--- src/rtl/opstack_pkg.sv ---
// Shared opcode encoding for the operand stack unit.
// Assumes a 3-bit opcode field; codes 6 and 7 are no-operations.
package opstack_pkg;
    typedef enum logic [2:0] {
        OPC_LOAD  = 3'd0,
        OPC_STORE = 3'd1,
        OPC_SHL   = 3'd2,
        OPC_ADD   = 3'd3,
        OPC_SUB   = 3'd4,
        OPC_MUL   = 3'd5
    } opc_e;
endpackage

--- src/rtl/opstack_alu.sv ---
// Combinational function unit for the operand stack.
// Assumes `nos` is the next-to-top entry and `tos` the top entry;
// unary results use only `tos`.
module opstack_alu #(
    parameter int DATA_W = 16
) (
    input  logic [2:0]        op,
    input  logic [DATA_W-1:0] nos,
    input  logic [DATA_W-1:0] tos,
    output logic [DATA_W-1:0] res
);
    import opstack_pkg::*;

    localparam int PROD_W = 2 * DATA_W;

    logic [PROD_W-1:0] prod;

    // Full-width product, truncated below
    always_comb prod = {{DATA_W{1'b0}}, nos} * {{DATA_W{1'b0}}, tos};

    // Select the result for the requested operation
    always_comb begin
        unique case (op)
            OPC_SHL: res = {tos[DATA_W-2:0], 1'b0};
            OPC_ADD: res = nos + tos;
            OPC_SUB: res = nos - tos;
            OPC_MUL: res = prod[DATA_W-1:0];
            default: res = tos;
        endcase
    end
endmodule

--- src/rtl/opstack_regfile.sv ---
// Register stack with occupancy count and Full/Empty flags.
// Assumes the controller never asserts more than one of push/pop/una/bin
// in a cycle and only requests operations the flags allow.
module opstack_regfile #(
    parameter int DATA_W = 16,
    parameter int DEPTH  = 8
) (
    input  logic              clk,
    input  logic              rst_n,
    input  logic              push_en,
    input  logic [DATA_W-1:0] push_data,
    input  logic              pop_en,
    input  logic              una_en,
    input  logic              bin_en,
    input  logic [DATA_W-1:0] alu_res,
    output logic [DATA_W-1:0] tos,
    output logic [DATA_W-1:0] nos,
    output logic              full,
    output logic              empty,
    output logic              has_two
);
    localparam int CNT_W = $clog2(DEPTH + 2);

    logic [CNT_W-1:0]  cnt;
    logic [DATA_W-1:0] stk [DEPTH];

    // Occupancy count: up on push, down on pop or binary collapse
    always_ff @(posedge clk) begin
        if (!rst_n)
            cnt <= '0;
        else if (push_en)
            cnt <= cnt + 1'b1;
        else if (pop_en || bin_en)
            cnt <= cnt - 1'b1;
    end

    // One write port per entry, chosen by its position relative to the count
    for (genvar i = 0; i < DEPTH; i++) begin : g_entry
        localparam logic [CNT_W-1:0] POS0 = CNT_W'(i);
        localparam logic [CNT_W-1:0] POS1 = CNT_W'(i + 1);
        localparam logic [CNT_W-1:0] POS2 = CNT_W'(i + 2);

        // Entry update: new load, in-place unary, or binary result
        always_ff @(posedge clk) begin
            if (!rst_n)
                stk[i] <= '0;
            else if (push_en && cnt == POS0)
                stk[i] <= push_data;
            else if (una_en && cnt == POS1)
                stk[i] <= alu_res;
            else if (bin_en && cnt == POS2)
                stk[i] <= alu_res;
        end
    end

    // Read the two topmost entries by matching the count
    always_comb begin
        tos = '0;
        nos = '0;
        for (int i = 0; i < DEPTH; i++) begin
            if (cnt == CNT_W'(i + 1)) tos = stk[i];
            if (cnt == CNT_W'(i + 2)) nos = stk[i];
        end
    end

    // Flags derived from the count
    always_comb begin
        full    = (cnt == CNT_W'(DEPTH));
        empty   = (cnt == '0);
        has_two = (cnt >= CNT_W'(2));
    end


    depth_bound_chk: assert property (@(posedge clk) disable iff (!rst_n)
        cnt <= CNT_W'(DEPTH));


    no_overflow_chk: assert property (@(posedge clk) disable iff (!rst_n)
        push_en |-> !full);


    pop_clears_full_chk: assert property (@(posedge clk) disable iff (!rst_n)
        pop_en |=> !full);
endmodule

--- src/rtl/opstack_ctrl.sv ---
// Command sequencer: checks flags, launches memory accesses, and
// raises registered one-cycle error pulses for rejected commands.
// Assumes memory read data arrives one cycle after mem_rd_en.
module opstack_ctrl #(
    parameter int ADDR_W = 8
) (
    input  logic              clk,
    input  logic              rst_n,
    input  logic              cmd_valid,
    output logic              cmd_ready,
    input  logic [2:0]        cmd_op,
    input  logic [ADDR_W-1:0] cmd_addr,
    input  logic              full,
    input  logic              empty,
    input  logic              has_two,
    output logic              push_en,
    output logic              pop_en,
    output logic              una_en,
    output logic              bin_en,
    output logic              mem_rd_en,
    output logic              mem_wr_en,
    output logic [ADDR_W-1:0] mem_addr,
    output logic              err_overflow,
    output logic              err_underflow
);
    import opstack_pkg::*;

    typedef enum logic {ST_IDLE, ST_FILL} st_e;

    st_e  state;
    logic acc, is_load, is_store, is_shl, is_bin;
    logic ovf_d, udf_d;

    // Decode the command and qualify it against the flags
    always_comb begin
        cmd_ready = (state == ST_IDLE);
        acc       = cmd_valid && cmd_ready;
        is_load   = (cmd_op == OPC_LOAD);
        is_store  = (cmd_op == OPC_STORE);
        is_shl    = (cmd_op == OPC_SHL);
        is_bin    = (cmd_op == OPC_ADD) || (cmd_op == OPC_SUB) || (cmd_op == OPC_MUL);
        mem_rd_en = acc && is_load && !full;
        pop_en    = acc && is_store && !empty;
        mem_wr_en = pop_en;
        una_en    = acc && is_shl && !empty;
        bin_en    = acc && is_bin && has_two;
        push_en   = (state == ST_FILL);
        mem_addr  = cmd_addr;
        ovf_d     = acc && is_load && full;
        udf_d     = acc && (((is_store || is_shl) && empty) || (is_bin && !has_two));
    end

    // Load sequencing: wait one cycle for memory data
    always_ff @(posedge clk) begin
        if (!rst_n)
            state <= ST_IDLE;
        else if (mem_rd_en)
            state <= ST_FILL;
        else
            state <= ST_IDLE;
    end

    // Error pulses, one per rejected command
    always_ff @(posedge clk) begin
        if (!rst_n) begin
            err_overflow  <= 1'b0;
            err_underflow <= 1'b0;
        end else begin
            err_overflow  <= ovf_d;
            err_underflow <= udf_d;
        end
    end


    udf_after_cmd_chk: assert property (@(posedge clk) disable iff (!rst_n)
        err_underflow |-> $past(cmd_valid && cmd_ready));


    ovf_cause_chk: assert property (@(posedge clk) disable iff (!rst_n)
        err_overflow |-> $past(cmd_valid && cmd_op == OPC_LOAD && full));


    fill_stall_chk: assert property (@(posedge clk) disable iff (!rst_n)
        mem_rd_en |=> !cmd_ready);


    no_store_empty_chk: assert property (@(posedge clk) disable iff (!rst_n)
        mem_wr_en |-> !empty);
endmodule

--- src/rtl/opstack_unit.sv ---
// Top of the zero-address operand stack unit: wires the sequencer,
// register stack and function unit together. Memory write data is
// always the current top entry.
module opstack_unit #(
    parameter int DATA_W = 16,
    parameter int DEPTH  = 8,
    parameter int ADDR_W = 8
) (
    input  logic              clk,
    input  logic              rst_n,
    input  logic              cmd_valid,
    output logic              cmd_ready,
    input  logic [2:0]        cmd_op,
    input  logic [ADDR_W-1:0] cmd_addr,
    output logic              mem_rd_en,
    output logic              mem_wr_en,
    output logic [ADDR_W-1:0] mem_addr,
    output logic [DATA_W-1:0] mem_wdata,
    input  logic [DATA_W-1:0] mem_rdata,
    output logic              full,
    output logic              empty,
    output logic              err_overflow,
    output logic              err_underflow
);
    logic              push_en, pop_en, una_en, bin_en, has_two;
    logic [DATA_W-1:0] tos, nos, alu_res;

    opstack_ctrl #(.ADDR_W(ADDR_W)) u_ctrl (
        .clk          (clk),
        .rst_n        (rst_n),
        .cmd_valid    (cmd_valid),
        .cmd_ready    (cmd_ready),
        .cmd_op       (cmd_op),
        .cmd_addr     (cmd_addr),
        .full         (full),
        .empty        (empty),
        .has_two      (has_two),
        .push_en      (push_en),
        .pop_en       (pop_en),
        .una_en       (una_en),
        .bin_en       (bin_en),
        .mem_rd_en    (mem_rd_en),
        .mem_wr_en    (mem_wr_en),
        .mem_addr     (mem_addr),
        .err_overflow (err_overflow),
        .err_underflow(err_underflow)
    );

    opstack_regfile #(.DATA_W(DATA_W), .DEPTH(DEPTH)) u_regs (
        .clk      (clk),
        .rst_n    (rst_n),
        .push_en  (push_en),
        .push_data(mem_rdata),
        .pop_en   (pop_en),
        .una_en   (una_en),
        .bin_en   (bin_en),
        .alu_res  (alu_res),
        .tos      (tos),
        .nos      (nos),
        .full     (full),
        .empty    (empty),
        .has_two  (has_two)
    );

    opstack_alu #(.DATA_W(DATA_W)) u_alu (
        .op (cmd_op),
        .nos(nos),
        .tos(tos),
        .res(alu_res)
    );

    // Store data is the top entry
    always_comb mem_wdata = tos;


    flags_exclusive_chk: assert property (@(posedge clk) disable iff (!rst_n)
        !(full && empty));
endmodule

--- config.mk ---
export PLATFORM = sky130hd
export DESIGN_NAME = opstack_unit
export DESIGN_NICKNAME = d
export VERILOG_FILES = /design/src/rtl/opstack_pkg.sv /design/src/rtl/opstack_alu.sv /design/src/rtl/opstack_regfile.sv /design/src/rtl/opstack_ctrl.sv /design/src/rtl/opstack_unit.sv
export SDC_FILE = /design/constraint.sdc
export NUM_CORES = 1
export LEC_CHECK = 0
export BUFFER_PORTS_ARGS = -buffer_cell sky130_fd_sc_hd__clkbuf_2
export CAP_MARGIN = 20
export CELL_PAD_IN_SITES_DETAIL_PLACEMENT = 0
export CELL_PAD_IN_SITES_GLOBAL_PLACEMENT = 2
export CORE_UTILIZATION = 43
export CTS_CLUSTER_DIAMETER = 100
export DETAILED_ROUTE_END_ITERATION = 7
export HOLD_SLACK_MARGIN = 0.05
export PLACE_DENSITY_LB_ADDON = 0.1
export SYNTH_ARGS = -nofsm -noshare
export SYNTH_HDL_FRONTEND = slang
export SYNTH_SLANG_ARGS = --single-unit
--- constraint.sdc ---
create_clock -name clk -period 12.6 [get_ports clk]
set_input_delay 1.26 -clock clk [delete_from_list [all_inputs] [get_ports clk]]
set_output_delay 1.26 -clock clk [all_outputs]
set_load 0.05 [all_outputs]
# Word level (Yosys, flattened, before mapping)
# Memory sizes are Yosys's and may differ from the RTL's.
# Cells that the tools add are included.
[word_totals]
regBits = 7
ramBits = 128
in_bits = 30
elab_cells = 239
mem_count = 1
[classes]
n_addsub = 4
n_mul = 1
order_cmp = 1
eq_ne = 14
muxes = 141
bitwise = 25
n_reduce_logical = 48
[memory_table]
columns = ["memory", "depth", "width", "rd", "rd_clocked_by_memory_dff", "wr", "line", "source"]
rows = [
  ["u_regs.stk", 8, 16, 8, 0, 8, "opstack_regfile.sv:25", "logic [DATA_W-1:0] stk [DEPTH];"],
]
[op_table]
columns = ["cell", "count"]
rows = [
  ["two-way mux 16 bit", 40],
  ["two-way mux 1 bit", 98],
  ["case mux 16 bit (4 select lines)", 1],
  ["logical AND 1 bit", 37],
  ["OR 1 bit", 24],
  ["adder 16 bit", 1],
  ["equality test 4 x 3 -> 1 bit (second input constant)", 4],
  ["multiplier 16 x 16 -> 16 bit", 1],
  ["subtractor 16 bit", 1],
  ["equality test 4 x 2 -> 1 bit (second input constant)", 2],
  ["equality test 4 bit (second input constant)", 2],
  ["two-way mux 4 bit", 2],
  ["equality test 3 x 2 -> 1 bit (second input constant)", 2],
  ["equality test 3 bit (second input constant)", 2],
  ["logical OR 1 bit", 5],
  ["adder 4 x 1 -> 4 bit (second input constant)", 1],
  ["equality test 4 x 1 -> 1 bit (second input constant)", 1],
  [">= comparator 4 x 2 -> 1 bit (second input constant)", 1],
  ["zero test 4 bit", 1],
  ["subtractor 4 x 1 -> 4 bit (second input constant)", 1],
  ["equality test 3 x 1 -> 1 bit (second input constant)", 1],
  ["zero test 1 bit", 3],
  ["zero test 3 bit", 1],
  ["nonzero test 2 bit", 1],
  ["NOT 1 bit", 1],
]

# Logic depth before layout (Yosys ltp)
[logic_depth]
depth_word = 13
ltp_mapped = 37
mapped_depth_nobuf = 33

# Cells and area by module
# Synthesis repeated with hierarchy kept, for this count alone.
[hier_totals]
cells_unflattened = 1548
hier_area_um2 = 14244.9
[modules_own_cells]
columns = ["module", "n_inst", "cells_each", "area_each_um2"]
rows = [
  ["opstack_regfile", 1, 819, 8480.6],
  ["opstack_alu", 1, 696, 5497.8],
  ["opstack_ctrl", 1, 33, 266.5],
]

# Worst setup path before layout
# No wires, ideal clock.
[synth_path]
kind = "register to register"
from = "register u_regs.cnt[0]"
to = "memory u_regs.stk[4][15] (netlist: u_regs.stk[1][15]), data pin"
setup_ps = 256
arrival_ps = 7789
path_slack_ps = 4554
stages_incl_launch_ff = 33
cell_sequence = "dfxtp_1 inv_1 ha_1 buf_2 buf_4 clkbuf_1 nand3b_1 a311oi_1 o221ai_1 a21oi_1 clkbuf_1 and2_1 fa_1 inv_1 fa_1 inv_1 fa_1 fa_1 inv_1 fa_1 fa_1 xnor2_1 xnor2_1 xnor2_1 xnor2_1 xnor2_1 xnor2_1 xnor3_1 xnor3_1 xnor2_1 o221ai_2 nand2_2 a22o_1"
[synth_rtl]
columns = ["element", "line", "source"]
rows = [
  ["start: declaration", "opstack_regfile.sv:24", "logic [CNT_W-1:0] cnt;"],
  ["start signal: assignment", "opstack_regfile.sv:32", "cnt <= cnt + 1'b1;"],
  ["start signal: assignment", "opstack_regfile.sv:34", "cnt <= cnt - 1'b1;"],
  ["end: declaration", "opstack_regfile.sv:25", ""],
]

==> results.txt <==
During I/O placement, the number of pins put on the boundary was 61. The final number of hold-violating endpoints is 0. Yosys instantiated no cell more often than sky130_fd_sc_hd__nand2_1.

Summed over all nets, the half-perimeter wirelength after detailed placement is ~40000 um. In the synthesized netlist the dominant register cell turns out to be sky130_fd_sc_hd__edfxtp_1. The commonest cells after synthesis are sky130_fd_sc_hd__nand2_1, sky130_fd_sc_hd__inv_1, sky130_fd_sc_hd__edfxtp_1, sky130_fd_sc_hd__nor2_1, sky130_fd_sc_hd__a22o_1. Setup slack on the critical path of the routed design comes to 2730 ps. The post-route fraction of the period consumed by the critical path is 0.783. Data on the critical path is required at its endpoint by 12760 ps.

The latest clock arrival within the worst-skew pair came out at 440 ps. The worst hold path begins at u_regs.cnt[1]. The core region is 0.0316 mm2.

The global-route wire length before repair is 82500 um. The sink count of the clock tree came out at 135. The top cell family by delay on the critical path is adder cells. In this run, synthesis inferred ~130 flip-flops with an integrated enable. The post-route standard cell area excluding fillers came out at 0.0150 mm2. The nature of the critical path endpoint is a flip-flop. The hold buffer count at CTS came out at 0. The path with the worst hold slack has its endpoint at u_regs.cnt[1].

The floorplan die area is 0.0327 mm2. The instance area at placement came out at 0.0143 mm2. Along the worst hold path, the cell count comes to 2. During synthesis, Yosys emitted a total of 0 warnings. The slowest stage cell on the critical path is sky130_fd_sc_hd__a31oi_1.

The final wirelength is between 50000 and 60000 um. The path class of the tightest hold or removal check is flip-flop to flip-flop. For the final routed database, the setup TNS stands at 0 ps. The overall global routing resource usage came out at 0.345.

The relative contribution of sequential cells to total power came out at 0.238. The number of library cell types mapped by synthesis is 76. In this run the critical register-to-register path is captured at u_regs.stk[1][46]. The buffer and inverter count on the worst path came out at 6. At the end of routability-driven placement, the weighted congestion stood at 0.947. The aggregate global routing overflow is 0.

The tightest hold path in the finished design has a slack of 607 ps. The first-pass iteration count of the detailed router came out at 6. Setup repair after global routing left no endpoint under its margin.

The total power density per cell area is 146 mW/mm2. The number of clock buffers added by TritonCTS is 17. The cell internal power dissipation came out at around 1.2 mW. The initial DRC count is roughly 1800. The part of the Yosys area used for sequential elements came out at 0.289.

Of the total power, combinational logic draws 0.502. The mean cell area of the mapped netlist is 8.65 um2. The initial core utilization is 0.436.

For the pin with the worst max-slew slack, the measured transition is around 1200 ps. Summed over all nets, the switching power comes to 0.986 mW. The horizontal die dimension is 181 um. The number of synthesized register bits is 135. The run finished with clean final reports. The initial antenna violation count is 1. In the post-synthesis netlist, the biggest area contributors are sky130_fd_sc_hd__edfxtp_1, sky130_fd_sc_hd__fa_1, sky130_fd_sc_hd__a22o_1. The number of max-slew violations in the final report is 0.

The data arrival time of the critical path is 10030 ps. The number of global-route vias before repair came to 12370. The post-placement worst setup slack is 2840 ps. The number of nets in the synthesized netlist is 1773. The count of unresolved DRC violations after routing is 0.

The layout net count is ~1800. The total of buffers placed on input and output ports is 44. The area added between synthesis and finish is 8.89%. TritonCTS built the clock tree.

The worst setup path is launched from a flip-flop. In this run the critical register-to-register path is launched from u_regs.cnt[1]. The fraction of power spent switching nets is 0.449. Setup violations remaining at the end of the flow were counted as 0. The leading area contributor after synthesis is sky130_fd_sc_hd__edfxtp_1.

Measured in cells, the most critical reg-to-reg path has a length of 27. Setup slack on the worst reg-to-reg path comes out at between 2000 and 3000 ps. The share of total power dissipated in the clock network is 0.260.

The number of max-cap violations came out at 0. The critical path is of the flip-flop to flip-flop type. Total power for the finished layout comes to 2.19 mW.

The depth of the CTS H-tree is 4. The post-synthesis async set-or-reset flop share came out at 0. The tree is rooted in a sky130_fd_sc_hd__clkbuf_16.

The portion of synthesized cell area occupied by the leading cell type is 0.279. The post-synthesis instance area is 0.0138 mm2. The worst max-slew margin expressed relative to the limit came out at 0.222. The post-CTS setup buffer count came out at 0. The pin count of the biggest net entering global routing came out at 61. The detailed-route via count came out at around 13000. Post-CTS repair changed the size of 0 cells. The fmax came out at 101 MHz. The clock slew seen by the registers of the worst setup and hold paths came out at 60 ps. In this run the worst path has a maximum fanout of between 50 and 60. The smallest clock period supported by the final layout is computed as 9870 ps. The detailed-route wire length per cell came out at about 28 um. The critical path's largest stage delay came out at 820 ps. The vertical die dimension is 181 um.

The post-detailed-route via-to-cell ratio is around 6.4. The detail route stage leaves a number of antenna-violating nets equal to 0. The floorplan row count came out at 65.

VDD sags by at most 0.104 mV. The final worst clock skew is just over 8 ps. The leakage power summed over all cells is ~6.1 nW.

No sink is reached through more buffers than the 2 on the longest clock path. The share of cells above drive strength 1 is 0.100. The post-synthesis cell count came out at 1592.
kinds of logic after synthesis:
logic type | count (synthesis) | synth area share
simple gates | 490 | 0.162
compound gates | 463 | 0.232
buf+inv | 287 | 0.0866
fa+ha+maj | 151 | 0.181
flops | 135 | 0.289
xor+xnor | 62 | 0.0424
mux | 4 | 0.00563
how the worst max path moves through the flow:
stage	from	cells after the start	slack (ps)	endpoint
after global placement	u_regs.cnt[1]	28	3080	u_regs.stk[1][15]
after global routing	u_regs.cnt[1]	27	2250	u_regs.stk[0][14]
final	u_regs.cnt[1]	27	2730	u_regs.stk[1][46]
after detailed placement	u_regs.cnt[1]	28	2840	u_regs.stk[1][15]
after floorplan	u_regs.cnt[0]	32	4550	u_regs.stk[1][15]
after CTS	u_regs.cnt[1]	27	2830	u_regs.stk[1][46]
stage by stage:
| step | instances | utilization |
|---|---|---|
| 2_1_floorplan | 1592 | - |
| 3_3_place_gp | 1959 | 0.454 |
| 3_5_place_dp | 1960 | 0.455 |
| 4_1_cts | 1992 | 0.475 |
| 5_1_grt | 1993 | 0.475 |
| 6_report | 1993 | 0.475 |
area by class of cell:
class                      instances  area (um2)
multi-input combinational       1170        8650
inverter                         162         608
fill                            3114       16600
sequential                       135        3980
clock inverter                    14         221
clock buffer                      18         429
tap                              402         503
antenna                            1        2.50
timing repair buffer              91         593
registers in the layout, summed over array words and instances (netlist names):
signal and count:
u_ctrl.err_overflow 1, u_ctrl.err_underflow 1, u_ctrl.push_en 1, u_regs.cnt 4, u_regs.stk 128
layout by cell type (no fill, tap or decap), types with 22 or more instances in the layout:
cell type	n
sky130_fd_sc_hd__nor2b_1	26
sky130_fd_sc_hd__fa_1	81
sky130_fd_sc_hd__a21oi_1	82
sky130_fd_sc_hd__clkbuf_2	44
sky130_fd_sc_hd__nor2_1	126
sky130_fd_sc_hd__xnor2_1	45
sky130_fd_sc_hd__edfxtp_1	128
sky130_fd_sc_hd__nand2_1	208
sky130_fd_sc_hd__ha_1	67
sky130_fd_sc_hd__a31oi_1	22
sky130_fd_sc_hd__a22o_1	106
sky130_fd_sc_hd__buf_4	46
sky130_fd_sc_hd__o21ai_0	100
sky130_fd_sc_hd__inv_1	155
worst min-delay path, delay by kind of cell, from the launching register on:
kind,cells,cell delay (ps)
compound gates,1,150
flops,1,380
simple gates,1,40
layer usage:
layer  global-route usage  routed length, um  vias up
li1                     -                  -     5575
met4                0.118               1650        0
met5                    0                  0        -
met1                0.508              24300     6356
met2                0.510              23900      727
met3               0.0568               5550       98
power by group through the flow:
| stage | sequential (mW) | combinational, mW | clock, mW |
|---|---|---|---|
| 2_1_floorplan | 0.525 | 0.734 | 0 |
| 3_3_place_gp | 0.531 | 1.07 | 0 |
| 3_5_place_dp | 0.530 | 1.07 | 0 |
| 4_1_cts | 0.521 | 1.08 | 0.567 |
| 5_1_grt | 0.523 | 1.18 | 0.584 |
| 6_report | 0.522 | 1.10 | 0.571 |
No activity file was read; power rests on OpenSTA's default activity.
